File: src/rtl/sercon_pkg.sv
package sercon_pkg;

  localparam int DIV_W = 12;

  typedef enum logic [1:0] {LN_IDLE, LN_START, LN_DATA, LN_STOP} line_state_t;

  // Reference edges per 16x tick, chosen by the 4-bit rate field.
  function automatic logic [DIV_W-1:0] baud_divisor(input logic [3:0] sel);
    logic [DIV_W-1:0] d;
    case (sel)
      4'd0:  d = DIV_W'(1);
      4'd1:  d = DIV_W'(2304);
      4'd2:  d = DIV_W'(1536);
      4'd3:  d = DIV_W'(1048);
      4'd4:  d = DIV_W'(856);
      4'd5:  d = DIV_W'(768);
      4'd6:  d = DIV_W'(384);
      4'd7:  d = DIV_W'(192);
      4'd8:  d = DIV_W'(96);
      4'd9:  d = DIV_W'(64);
      4'd10: d = DIV_W'(48);
      4'd11: d = DIV_W'(32);
      4'd12: d = DIV_W'(24);
      4'd13: d = DIV_W'(16);
      4'd14: d = DIV_W'(12);
      default: d = DIV_W'(6);
    endcase
    return d;
  endfunction

endpackage

File: src/rtl/sercon_refdiv.sv
module sercon_refdiv #(
  parameter int DW = 12
) (
  input  logic          clk,
  input  logic          rst,
  input  logic          ref_clk,
  input  logic [DW-1:0] divisor,
  output logic          tick
);
  logic [2:0]    ref_sh;
  logic [DW-1:0] cnt;
  logic          ref_rise;

  assign ref_rise = ref_sh[1] & ~ref_sh[2];

  always_ff @(posedge clk) begin
    if (rst) begin
      ref_sh <= '0;
      cnt    <= '0;
      tick   <= 1'b0;
    end else begin
      ref_sh <= {ref_sh[1:0], ref_clk};
      tick   <= 1'b0;
      if (ref_rise) begin
        if (cnt >= divisor - 1'b1) begin
          cnt  <= '0;
          tick <= 1'b1;
        end else begin
          cnt <= cnt + 1'b1;
        end
      end
    end
  end
endmodule

File: src/rtl/sercon_tx.sv
module sercon_tx
  import sercon_pkg::*;
#(
  parameter int DW  = 8,
  parameter int OVS = 16,
  localparam int CW = $clog2(DW + 1),
  localparam int SW = $clog2(OVS)
) (
  input  logic          clk,
  input  logic          rst,
  input  logic          tick,
  input  logic          load_ok,
  input  logic [DW-1:0] din,
  input  logic [CW-1:0] nbits,
  input  logic          two_stop,
  output logic          take,
  output logic          line
);
  line_state_t   st;
  logic [SW-1:0] sub;
  logic [CW-1:0] bitn;
  logic [DW-1:0] sh;
  logic          stop2;

  assign take = (st == LN_IDLE) && load_ok;

  always_ff @(posedge clk) begin
    if (rst) begin
      st    <= LN_IDLE;
      sub   <= '0;
      bitn  <= '0;
      sh    <= '0;
      stop2 <= 1'b0;
      line  <= 1'b1;
    end else if (take) begin
      st    <= LN_START;
      sh    <= din;
      sub   <= '0;
      stop2 <= 1'b0;
      line  <= 1'b0;
    end else if (tick && st != LN_IDLE) begin
      if (sub != SW'(OVS - 1)) begin
        sub <= sub + 1'b1;
      end else begin
        sub <= '0;
        case (st)
          LN_START: begin
            line <= sh[0];
            sh   <= sh >> 1;
            bitn <= CW'(1);
            st   <= LN_DATA;
          end
          LN_DATA: begin
            if (bitn == nbits) begin
              line <= 1'b1;
              st   <= LN_STOP;
            end else begin
              line <= sh[0];
              sh   <= sh >> 1;
              bitn <= bitn + 1'b1;
            end
          end
          LN_STOP: begin
            if (two_stop && !stop2) stop2 <= 1'b1;
            else st <= LN_IDLE;
          end
          default: st <= LN_IDLE;
        endcase
      end
    end
  end
endmodule

File: src/rtl/sercon_rx.sv
module sercon_rx
  import sercon_pkg::*;
#(
  parameter int DW  = 8,
  parameter int OVS = 16,
  localparam int CW = $clog2(DW + 1),
  localparam int SW = $clog2(OVS)
) (
  input  logic          clk,
  input  logic          rst,
  input  logic          tick,
  input  logic          rxd,
  input  logic [CW-1:0] nbits,
  output logic          done,
  output logic [DW-1:0] byte_o,
  output logic          bad_o
);
  localparam logic [SW-1:0] HALF = SW'(OVS / 2 - 1);
  localparam logic [SW-1:0] LAST = SW'(OVS - 1);
  localparam logic [CW-1:0] DWC  = CW'(DW);

  line_state_t   st;
  logic [1:0]    sync;
  logic [SW-1:0] sub;
  logic [CW-1:0] bitn;
  logic [DW-1:0] sh;
  logic          rx_s;

  assign rx_s = sync[1];

  always_ff @(posedge clk) begin
    if (rst) begin
      st     <= LN_IDLE;
      sync   <= 2'b11;
      sub    <= '0;
      bitn   <= '0;
      sh     <= '0;
      done   <= 1'b0;
      byte_o <= '0;
      bad_o  <= 1'b0;
    end else begin
      sync <= {sync[0], rxd};
      done <= 1'b0;
      if (tick) begin
        case (st)
          LN_IDLE: begin
            sub <= '0;
            if (!rx_s) st <= LN_START;
          end
          LN_START: begin
            if (sub == HALF) begin
              sub  <= '0;
              bitn <= '0;
              st   <= rx_s ? LN_IDLE : LN_DATA;
            end else begin
              sub <= sub + 1'b1;
            end
          end
          LN_DATA: begin
            if (sub == LAST) begin
              sub  <= '0;
              sh   <= {rx_s, sh[DW-1:1]};
              bitn <= bitn + 1'b1;
              if (bitn == nbits - 1'b1) st <= LN_STOP;
            end else begin
              sub <= sub + 1'b1;
            end
          end
          default: begin
            if (sub == LAST) begin
              done   <= 1'b1;
              bad_o  <= ~rx_s;
              byte_o <= sh >> (DWC - nbits);
              sub    <= '0;
              st     <= LN_IDLE;
            end else begin
              sub <= sub + 1'b1;
            end
          end
        endcase
      end
    end
  end
endmodule

File: src/rtl/sercon_port.sv
module sercon_port
  import sercon_pkg::*;
#(
  parameter int DW  = 8,
  parameter int OVS = 16,
  parameter int AW  = 2
) (
  input  logic          clk,
  input  logic          rst,
  input  logic          ref_clk,
  input  logic          cs_hi,
  input  logic          cs_n,
  input  logic [AW-1:0] addr,
  input  logic          rd_en,
  input  logic          wr_en,
  input  logic [DW-1:0] wdata,
  output logic [DW-1:0] rdata,
  output logic          txd,
  input  logic          rxd
);
  localparam int CW = $clog2(DW + 1);
  localparam logic [AW-1:0] OFS_DATA = AW'(0);
  localparam logic [AW-1:0] OFS_STAT = AW'(1);
  localparam logic [AW-1:0] OFS_CMD  = AW'(2);
  localparam logic [AW-1:0] OFS_CTRL = AW'(3);

  logic [DW-1:0]    cmd_q, ctrl_q, hold_q, rx_data;
  logic             hold_full, rx_full, ovr_q, frm_q;
  logic             sel, wr_hit, rd_hit, rd_data_hit, soft_rst;
  logic             tick, take, rx_done, rx_bad;
  logic [DW-1:0]    rx_byte, status;
  logic [DIV_W-1:0] divisor;
  logic [CW-1:0]    nbits;

  assign sel         = cs_hi & ~cs_n;
  assign wr_hit      = sel & wr_en;
  assign rd_hit      = sel & rd_en;
  assign rd_data_hit = rd_hit && addr == OFS_DATA;
  assign soft_rst    = wr_hit && addr == OFS_STAT;
  assign divisor     = ctrl_q[4] ? baud_divisor(ctrl_q[3:0]) : DIV_W'(1);
  assign nbits       = CW'(DW) - CW'(ctrl_q[6:5]);
  assign status      = DW'({3'b000, ~hold_full, rx_full, ovr_q, frm_q, 1'b0});

  sercon_refdiv #(.DW(DIV_W)) u_div (
    .clk(clk), .rst(rst), .ref_clk(ref_clk), .divisor(divisor), .tick(tick)
  );

  sercon_tx #(.DW(DW), .OVS(OVS)) u_tx (
    .clk(clk), .rst(rst), .tick(tick), .load_ok(hold_full), .din(hold_q),
    .nbits(nbits), .two_stop(ctrl_q[7]), .take(take), .line(txd)
  );

  sercon_rx #(.DW(DW), .OVS(OVS)) u_rx (
    .clk(clk), .rst(rst), .tick(tick), .rxd(rxd), .nbits(nbits),
    .done(rx_done), .byte_o(rx_byte), .bad_o(rx_bad)
  );

  always_ff @(posedge clk) begin
    if (rst) begin
      cmd_q     <= '0;
      ctrl_q    <= '0;
      hold_q    <= '0;
      hold_full <= 1'b0;
      rx_data   <= '0;
      rx_full   <= 1'b0;
      ovr_q     <= 1'b0;
      frm_q     <= 1'b0;
      rdata     <= '0;
    end else begin
      if (take) hold_full <= 1'b0;
      if (wr_hit && addr == OFS_DATA) begin
        hold_q    <= wdata;
        hold_full <= 1'b1;
      end
      if (rd_hit) begin
        case (addr)
          OFS_DATA: rdata <= rx_data;
          OFS_STAT: rdata <= status;
          OFS_CMD:  rdata <= cmd_q;
          default:  rdata <= ctrl_q;
        endcase
      end
      if (rd_data_hit) begin
        rx_full <= 1'b0;
        ovr_q   <= 1'b0;
        frm_q   <= 1'b0;
      end
      if (rx_done) begin
        if (rx_full && !rd_data_hit) begin
          ovr_q <= 1'b1;
        end else begin
          rx_data <= rx_byte;
          rx_full <= 1'b1;
          frm_q   <= rx_bad;
        end
      end
      if (wr_hit && addr == OFS_CMD)  cmd_q  <= wdata;
      if (wr_hit && addr == OFS_CTRL) ctrl_q <= wdata;
      if (soft_rst) begin
        cmd_q   <= '0;
        ctrl_q  <= '0;
        rx_full <= 1'b0;
        ovr_q   <= 1'b0;
        frm_q   <= 1'b0;
      end
    end
  end
endmodule

File: config.mk
export PLATFORM = sky130hd
export DESIGN_NAME = sercon_port
export DESIGN_NICKNAME = d
export VERILOG_FILES = /design/src/rtl/sercon_pkg.sv /design/src/rtl/sercon_refdiv.sv /design/src/rtl/sercon_tx.sv /design/src/rtl/sercon_rx.sv /design/src/rtl/sercon_port.sv
export SDC_FILE = /design/constraint.sdc
export NUM_CORES = 1
export LEC_CHECK = 0
export BUFFER_PORTS_ARGS = -buffer_cell sky130_fd_sc_hd__buf_2
export CORE_MARGIN = 5
export CORE_UTILIZATION = 50
export CTS_BUF_LIST = sky130_fd_sc_hd__clkbuf_2
export DETAILED_ROUTE_END_ITERATION = 8
export PLACE_DENSITY = 0.67
export SLEW_MARGIN = 20
export SYNTH_ARGS = -nofsm -noshare
export SYNTH_HDL_FRONTEND = slang
export SYNTH_SLANG_ARGS = --single-unit
File: constraint.sdc
create_clock -name clk -period 2.99 [get_ports clk]
set_input_delay 0.299 -clock clk [delete_from_list [all_inputs] [get_ports clk]]
set_output_delay 0.299 -clock clk [all_outputs]
set_load 0.01 [all_outputs]
==> results.sh, run 1 <==
export IMPL_power_static_leakage_nw=2.51
export IMPL_ys_types=60
export IMPL_path_class="flop to flop"
export IMPL_path_cells="nor4_4, nand3_1, nor3_1, xor2_1, nand2_1, ha_1, nand4_1, nor4_2, a21oi_2, a21oi_2, nor3_1"
export IMPL_fp_dieArea_mm2=0.0143
export IMPL_placed_area_mm2=0.00620
export IMPL_synth_edff_count=0
export IMPL_use_met3=0.0489
export IMPL_nNetsFinal=750
export IMPL_slowest_stage="dfxtp_1"
export IMPL_wl_per_cell_um=14.6
export IMPL_insertedDiodeCount=0
export IMPL_synth_fp_nets=716
export IMPL_drive_above_1_share=0.138
export IMPL_hpwl_um=8790
export IMPL_cts_buffer_depth=2
export IMPL_tightest_slew_ps=877
export IMPL_yosys_top_cells_count="dfxtp_1, nor2_1, nand2_1"
export IMPL_max_freq_mhz=357
export IMPL_setup_tns_ps=0
export IMPL_core_area_mm2=0.0119
export IMPL_hp_class="input port to flop"
export IMPL_drt_pre_antenna_iters=4
export IMPL_critical_path_required_ps=3550
export IMPL_grt_pass1_vias=4491
export IMPL_async_flop_share=0
export IMPL_cts_sinks=122
export IMPL_outcome="finished, final reports clean"
export IMPL_finalHoldViolCount=0
export IMPL_maxSlewHeadroom=0.415
export IMPL_crit_arrival_ps=3360
export IMPL_grt_start_max_net_pins=87
export IMPL_grt_pass1_wl_um=20900
export IMPL_initial_utilization=0.505
export IMPL_yosysTopAreaCell="dfxtp_1"
export IMPL_cts_inserted_buffers=17
export IMPL_antenna_found_initial=0
export IMPL_clock_latency_ps=700
export IMPL_drt_iter0_markers=345
export IMPL_boundaryPins=27
export IMPL_synth_seq_area_share=0.408
export IMPL_ys_top_cells_by_area="dfxtp_1, mux2i_1, ha_1"
export IMPL_cp_max_fo=5
export IMPL_start_kind="flop"
export IMPL_cts_root_buf="clkbuf_2"
export IMPL_die_height_um=119
export IMPL_cp_end_kind="flop"
export IMPL_routed_via_density=5.50
export IMPL_gp_congestion=0.821
export IMPL_port_buffers=26
export IMPL_syn_mean_instance_area_um2=8.94
export IMPL_setup_viol=0
export IMPL_syn_inst=670
export IMPL_ir_worst_vdd_mv=0.269
export IMPL_use_met2=0.297
export IMPL_synthDominantCellAreaShare=0.408
export IMPL_cellPowerDensity_mw_per_mm2=424
export IMPL_synthFlopType="dfxtp_1"
export IMPL_vias=4756
export IMPL_r2r_cells=11
export IMPL_finalCriticalPeriod_ps=2800
export IMPL_hold_start="rst"
export IMPL_ant_nets=0
export IMPL_syn_area_mm2=0.00599
export IMPL_wl_um=12700
export IMPL_synth_most_common_cell="dfxtp_1"
export IMPL_ys_ff_latch=122
export IMPL_min_path_cells=3
export IMPL_rsz0062_at_grt="no"
export IMPL_fin_crit_sh=0.937
export IMPL_busiest_layer="met2"
export IMPL_chipWidth_um=119
export IMPL_cts_htree_levels=4
export IMPL_area_growth_pct=9.57
export IMPL_drv_slew=0
export IMPL_grtUsageMet1=0.227
export IMPL_drc=0
export IMPL_design_area_mm2=0.00656
export IMPL_max_stage_delay_ps=380
export IMPL_rows=40
export IMPL_cap_violations=0
export IMPL_cts_tree="built"
export IMPL_grtUsageTotal=0.181
export IMPL_path_clk_slew_ps=190
export IMPL_grt_ovfl_total=0
export IMPL_finalClockSkew_ps=38.9
export IMPL_yosysWarnings=0
==> per-layer routing <==
layer	routed length (um)	vias to the layer above
li1	-	2415
met1	5900	2247
met2	6200	74
met3	391	20
met4	163	0
met5	0	-
==> report_power, final <==
group	switching (mW)	total [mW]	internal [mW]
logic	0.0873	0.148	0.0605
registers	0.0115	1.65	1.64
clock network	0.599	0.980	0.381
total	0.698	2.78	2.08
==> placed cells by master, fill, tap and decap left out, drive strengths merged, types with 21 or more instances in the layout <==
cell type  netlist  layout
buf             12      34
nand2           68      68
clkbuf          20      21
nor2            92      92
dfxtp          122     122
nor3            24      24
a21oi           54      55
nand3           25      25
o21ai           27      27
ha              28      28
mux2i           37      37
==> final cells by class <==
type / count / area, um^2
multi-input cells: 498 / 3340
inverters: 19 / 73.8
well taps: 147 / 184
repair buffers: 46 / 310
clock inverters: 11 / 104
flip-flops and latches: 122 / 2440
clock buffers: 21 / 105
fillers: 1090 / 5300
==> flip-flops by register name (all words and copies together) (netlist names), 2 cells and up, named ones only <==
register / count
u_div.cnt: 12
cmd_q: 8
ctrl_q: 8
hold_q: 8
rdata: 8
rx_data: 8
u_rx.byte_o: 8
u_rx.sh: 8
u_tx.sh: 8
u_rx.bitn: 4
u_rx.sub: 4
u_tx.bitn: 4
u_tx.sub: 4
u_div.ref_sh: 3
u_rx.st: 2
u_rx.sync: 2
u_tx.st: 2
==> through the flow <==
stage          cells   util  hold slack [ps]  worst slack (ps)  power, mW
5_1_grt          864  0.553             62.4              4.77       2.91
3_3_place_gp     819  0.523              401               141       1.82
6_report         864  0.553              127               187       2.78
2_1_floorplan    670      -              389               317       1.78
3_5_place_dp     819  0.523              398              31.2       1.82
4_1_cts          863  0.550             83.8              21.6       2.81
==> what timing repair did <==
action / 4_1_cts / 5_1_grt
setup endpoints to repair: 0 / 10
endpoints found under the hold margin: 24 / 0
setup buffers: 0 / 0
gates resized for setup: 0 / 4
hold buffers: 12 / 0
==> logic make-up after synthesis <==
kind of cell,after synthesis,synth area share
buf+inv,51,0.0395
flops,122,0.408
simple gates,272,0.217
xor+xnor,29,0.0424
mux,53,0.111
compound gates,115,0.123
fa+ha+maj,28,0.0585
==> worst max-delay path: cells and delay by family (launching register included) <==
kind                     cells  cell delay (ps)
flip-flops                   1              380
AO/OA/AOI/OAI                2              460
AND/OR/NAND/NOR              7             1360
adder cells (fa/ha/maj)      1              320
XOR/XNOR                     1              170
==> final timing paths <==
kind / to / slack (ps)
setup reg to reg: u_div.cnt[4] / 190
hold reg to reg: rx_data[3] / 450
hold / removal: cmd_q[5] / 130
setup / recovery: u_div.cnt[4] / 190
No activity file was read; power rests on OpenSTA's default activity.
==> inputs of run 2 (changes only) <==
--- a/config.mk
+++ b/config.mk
@@ -6,9 +6,10 @@
 export NUM_CORES = 1
 export LEC_CHECK = 0
 export BUFFER_PORTS_ARGS = -buffer_cell sky130_fd_sc_hd__buf_2
+export CORE_ASPECT_RATIO = 0.9
 export CORE_MARGIN = 5
 export CORE_UTILIZATION = 50
-export CTS_BUF_LIST = sky130_fd_sc_hd__clkbuf_2
+export CTS_BUF_LIST = sky130_fd_sc_hd__clkbuf_4 sky130_fd_sc_hd__clkbuf_8
 export DETAILED_ROUTE_END_ITERATION = 8
 export PLACE_DENSITY = 0.67
 export SLEW_MARGIN = 20
==> results.sh, run 2 (synthesis results as in run 1) <==
export IMPL_maxSlewHeadroom=0.419
export IMPL_regArea_mm2=0.00244
export IMPL_start_kind="flop"
export IMPL_drv_slew=0
export IMPL_cts_root_buf="clkbuf_8"
export IMPL_grtUsageTotal=0.182
export IMPL_hpwl_um=9020
export IMPL_grt_start_max_net_pins=87
export IMPL_ir_worst_vdd_mv=0.364
export IMPL_core_area_mm2=0.0119
export IMPL_max_freq_mhz=360
export IMPL_stdcell_count=865
export IMPL_cts_tree="built"
export IMPL_grt_pass1_wl_um=21200
export IMPL_path_cells="nor4_4, nand3_2, nor4_2, xor2_1, nand2_1, ha_1, nand4_1, nor4_2, a21oi_2, a21oi_4, nor3_1"
export IMPL_regToRegSetupSlack_ps=210
export IMPL_clock_latency_ps=430
export IMPL_routed_via_density=5.40
export IMPL_initial_utilization=0.504
export IMPL_hp_class="input port to flop"
export IMPL_cp_common_cell="nor4_2"
export IMPL_antenna_found_initial=0
export IMPL_regMostFlops="u_div.cnt"
export IMPL_insertedDiodeCount=0
export IMPL_vias=4673
export IMPL_finalClockSkew_ps=9.51
export IMPL_wl_um=12800
export IMPL_critPathCapture="u_div.cnt[6]"
export IMPL_fillerInstances=1061
export IMPL_multiInputGateArea_mm2=0.00335
export IMPL_cap_violations=0
export IMPL_path_class="flop to flop"
export IMPL_cp_max_fo=5
export IMPL_path_clk_slew_ps=70
export IMPL_fp_dieArea_mm2=0.0143
export IMPL_drt_pre_antenna_iters=4
export IMPL_largest_reg_flops=12
export IMPL_setup_tns_ps=0
export IMPL_nNetsFinal=738
export IMPL_cts_sinks=122
export IMPL_finalCriticalPeriod_ps=2780
export IMPL_drc=0
export IMPL_r2r_cells=11
export IMPL_wl_per_cell_um=14.8
export IMPL_chipWidth_um=125
export IMPL_path_buf_inv=0
export IMPL_ant_nets=0
export IMPL_gp_congestion=0.826
export IMPL_grt_pass1_vias=4440
export IMPL_final_common_cell="dfxtp_1"
export IMPL_cts_htree_levels=4
export IMPL_crit_arrival_ps=3050
export IMPL_fin_crit_sh=0.928
export IMPL_drive_above_1_share=0.146
export IMPL_critical_path_required_ps=3270
export IMPL_power_static_leakage_nw=2.56
export IMPL_slowest_stage="dfxtp_1"
export IMPL_max_stage_delay_ps=350
export IMPL_finalHoldViolCount=0
export IMPL_setup_viol=0
export IMPL_rows=38
export IMPL_outcome="finished, final reports clean"
export IMPL_area_growth_pct=12.7
export IMPL_placed_cells=832
export IMPL_tightest_slew_ps=871
export IMPL_port_buffers=26
export IMPL_cp_end_kind="flop"
export IMPL_ctsHoldBuffers=0
export IMPL_cts_inserted_buffers=17
export IMPL_boundaryPins=27
export IMPL_crit_cells=11
export IMPL_cellPowerDensity_mw_per_mm2=528
export IMPL_cpLargestDelayFamily="simple AND/OR/NAND/NOR gates"
export IMPL_grt_ovfl_total=0
export IMPL_post_cts_buffers=0
export IMPL_cts_buffer_depth=2
export IMPL_drt_iter0_markers=406
export IMPL_r2r_end="u_div.cnt[6]"
export IMPL_die_height_um=114
export IMPL_mostFrequentLayoutCells="dfxtp_1, nor2_1, nand2_1"
-- run 2: cell count changes in the layout (fill, tap and decap cells not counted), moves of 2 or more --
cell           change
clkbuf_2          -21
clkbuf_8          +19
dlygate4sd3_1     -12
bufinv_16          +4
clkinv_1           -3
clkinv_2           -2
-- run 2: area by class of cell --
type	count	share of cell area
Multi-Input combinational cell	498	0.497
Sequential cell	122	0.362
Clock inverter	12	0.0324
Clock buffer	20	0.0399
Tap cell	160	0.0297
Timing Repair Buffer	34	0.0282
Inverter	19	0.0109
-- run 2: per-layer routing --
metal,track usage,part of all wire,up-vias
met5,0,0,-
met4,0.0658,0.013,0
met3,0.0398,0.036,16
met2,0.309,0.50,65
met1,0.229,0.45,2198
li1,-,-,2394
-- run 2: what timing repair did --
action                     in CTS  in global routing
hold endpoints to repair        0                  0
gates resized for setup         0                  6
setup endpoints to repair       0                 10
-- run 2: through the flow --
step / total power, mW / hold WS (ps) / setup slack [ps] / cell area [um^2] / util
2_1_floorplan: 1.78 / 389 / 317 / 5990 / -
5_1_grt: 3.69 / 53.0 / -132 / 6750 / 0.568
3_5_place_dp: 1.82 / 399 / 20.7 / 6210 / 0.523
3_3_place_gp: 1.82 / 402 / 134 / 6210 / 0.523
6_report: 3.56 / 59.3 / 215 / 6750 / 0.568
4_1_cts: 3.60 / 34.7 / 19.0 / 6700 / 0.564
-- run 2: where the power goes --
| group | switching [mW] | total [mW] | internal (mW) |
|---|---|---|---|
| logic | 0.0871 | 0.138 | 0.0509 |
| registers | 0.0105 | 1.65 | 1.64 |
| clock network | 0.648 | 1.78 | 1.13 |
| total | 0.746 | 3.56 | 2.82 |
-- run 2: worst min-delay path by stage --
stage                             from      endpoint  slack, ps  cells past startpoint
after floorplan           u_rx.sync[0]  u_rx.sync[1]        390                      1
after global placement    u_rx.sync[0]  u_rx.sync[1]        400                      1
after detailed placement  u_rx.sync[0]  u_rx.sync[1]        400                      1
after CTS                          rxd  u_rx.sync[0]         30                      2
after global routing               rxd  u_rx.sync[0]         50                      2
final                              rxd  u_rx.sync[0]         60                      2
==> inputs of run 3 (changes only) <==
--- a/config.mk
+++ b/config.mk
@@ -6,12 +6,14 @@
 export NUM_CORES = 1
 export LEC_CHECK = 0
 export BUFFER_PORTS_ARGS = -buffer_cell sky130_fd_sc_hd__buf_2
+export CELL_PAD_IN_SITES_DETAIL_PLACEMENT = 0
+export CELL_PAD_IN_SITES_GLOBAL_PLACEMENT = 1
 export CORE_ASPECT_RATIO = 0.9
 export CORE_MARGIN = 5
-export CORE_UTILIZATION = 50
+export CORE_UTILIZATION = 49
 export CTS_BUF_LIST = sky130_fd_sc_hd__clkbuf_4 sky130_fd_sc_hd__clkbuf_8
 export DETAILED_ROUTE_END_ITERATION = 8
-export PLACE_DENSITY = 0.67
+export PLACE_DENSITY_LB_ADDON = 0.1
 export SLEW_MARGIN = 20
 export SYNTH_ARGS = -nofsm -noshare
 export SYNTH_HDL_FRONTEND = slang
==> constraint.sdc (replaced) <==
create_clock -name clk -period 2.99 [get_ports clk]
set_input_delay 0.299 -clock clk [delete_from_list [all_inputs] [get_ports clk]]
set_output_delay 0.299 -clock clk [all_outputs]
set_load 0.005 [all_outputs]
==> results.sh, run 3 (synthesis results as in run 1) <==
export IMPL_outcome="finished, final reports clean"
export IMPL_p_total_mw=3.27
export IMPL_cts_buffer_depth=2
export IMPL_core_area_mm2=0.0120
export IMPL_hpwl_um=8860
export IMPL_drt_iter0_markers=348
export IMPL_start_kind="flop"
export IMPL_cp_max_fo=10
export IMPL_cts_inserted_buffers=17
export IMPL_mostFrequentLayoutCells="dfxtp_1, nor2_1, nand2_1"
export IMPL_grt_start_max_net_pins=87
export IMPL_drive_above_1_share=0.142
export IMPL_cts_root_buf="clkbuf_8"
export IMPL_port_buffers=26
export IMPL_vias=4642
export IMPL_tightest_slew_ps=884
export IMPL_largest_reg_flops=12
export IMPL_grt_ovfl_total=0
export IMPL_r2r_end="u_div.cnt[4]"
export IMPL_finalCriticalPeriod_ps=2730
export IMPL_grtUsageTotal=0.184
export IMPL_drv_slew=0
export IMPL_final_util=0.552
export IMPL_path_clk_slew_ps=70
export IMPL_drt_pre_antenna_iters=5
export IMPL_design_area_mm2=0.00664
export IMPL_path_class="flop to flop"
export IMPL_die_height_um=115
export IMPL_placed_cells=834
export IMPL_cap_violations=0
export IMPL_setup_viol=0
export IMPL_drc=0
export IMPL_finalHoldViolCount=0
export IMPL_routed_via_density=5.37
export IMPL_grt_pass1_wl_um=21600
export IMPL_clock_latency_ps=420
export IMPL_ir_worst_vdd_mv=0.364
export IMPL_cp_end_kind="flop"
export IMPL_critPathCapture="u_div.cnt[4]"
export IMPL_chipWidth_um=127
export IMPL_hold_ws_ps=67.0
export IMPL_fin_crit_sh=0.914
export IMPL_initial_utilization=0.498
export IMPL_wl_per_cell_um=14.4
export IMPL_final_common_cell="dfxtp_1"
export IMPL_cellPowerDensity_mw_per_mm2=492
export IMPL_regMostFlops="u_div.cnt"
export IMPL_nNetsFinal=739
export IMPL_setup_tns_ps=0
export IMPL_rows=38
export IMPL_antenna_found_initial=0
export IMPL_post_place_ws_ps=206
export IMPL_power_static_leakage_nw=2.53
export IMPL_boundaryPins=27
export IMPL_crit_arrival_ps=3000
export IMPL_finalClockSkew_ps=9.30
export IMPL_critical_path_required_ps=3260
export IMPL_insertedDiodeCount=0
export IMPL_maxSlewHeadroom=0.410
export IMPL_stdcell_count=864
export IMPL_max_freq_mhz=366
export IMPL_hp_class="input port to flop"
export IMPL_grt_pass1_vias=4392
export IMPL_fp_dieArea_mm2=0.0145
export IMPL_cts_tree="built"
export IMPL_setup_slack_ps=258
export IMPL_regToRegSetupSlack_ps=260
export IMPL_r2r_cells=12
export IMPL_placed_area_mm2=0.00623
export IMPL_cts_htree_levels=4
export IMPL_gp_congestion=0.783
export IMPL_wl_um=12500
export IMPL_cts_sinks=122
export IMPL_area_growth_pct=10.9
export IMPL_ant_nets=0
==> run 3: power by group <==
group          leakage (nW)  switching (mW)  internal, mW
registers             0.985          0.0114          1.64
clock network         0.208           0.614         0.870
logic                  1.34          0.0841        0.0510
total                  2.53           0.709          2.56
==> run 3: critical path: stages (launching register included) <==
cell and delay (ps):
dfxtp_1 360, nor4_4 300, nand3_2 160, nor4_2 200, xor2_1 190, nand2_1 80
ha_1 330, nand4_1 110, nor4_1 280, a21oi_1 180, a21oi_2 140, buf_4 170
nor3_1 60
==> run 3: routing by layer <==
metal,vias up,GRT usage,wire (um)
li1,2385,-,-
met1,2132,0.267,6420
met2,103,0.264,5250
met3,22,0.0376,525
met4,0,0.0786,253
met5,-,0,0
==> run 3: final cells by class <==
cell class	count	area [um^2]
Clock buffer	21	277
Clock inverter	9	123
Fill cell	1111	5390
Inverter	19	73.8
Multi-Input combinational cell	497	3320
Sequential cell	122	2440
Tap cell	160	200
Timing Repair Buffer	36	205
==> run 3: worst min path at each step <==
stage	from	to	slack, ps	cells past startpoint
finish	rxd	u_rx.sync[0]	70	2
global route	rxd	u_rx.sync[0]	40	2
CTS	rxd	u_rx.sync[0]	40	2
detailed placement	u_rx.sync[0]	u_rx.sync[1]	410	1
global placement	u_rx.sync[0]	u_rx.sync[1]	400	1
floorplan	u_rx.sync[0]	u_rx.sync[1]	390	1
==> run 3: repair_timing <==
item / 4_1_cts / 5_1_grt
setup buffers: 0 / 0
endpoints found under the setup margin: 0 / 10
resized for setup: 0 / 2
hold buffers: 0 / 0
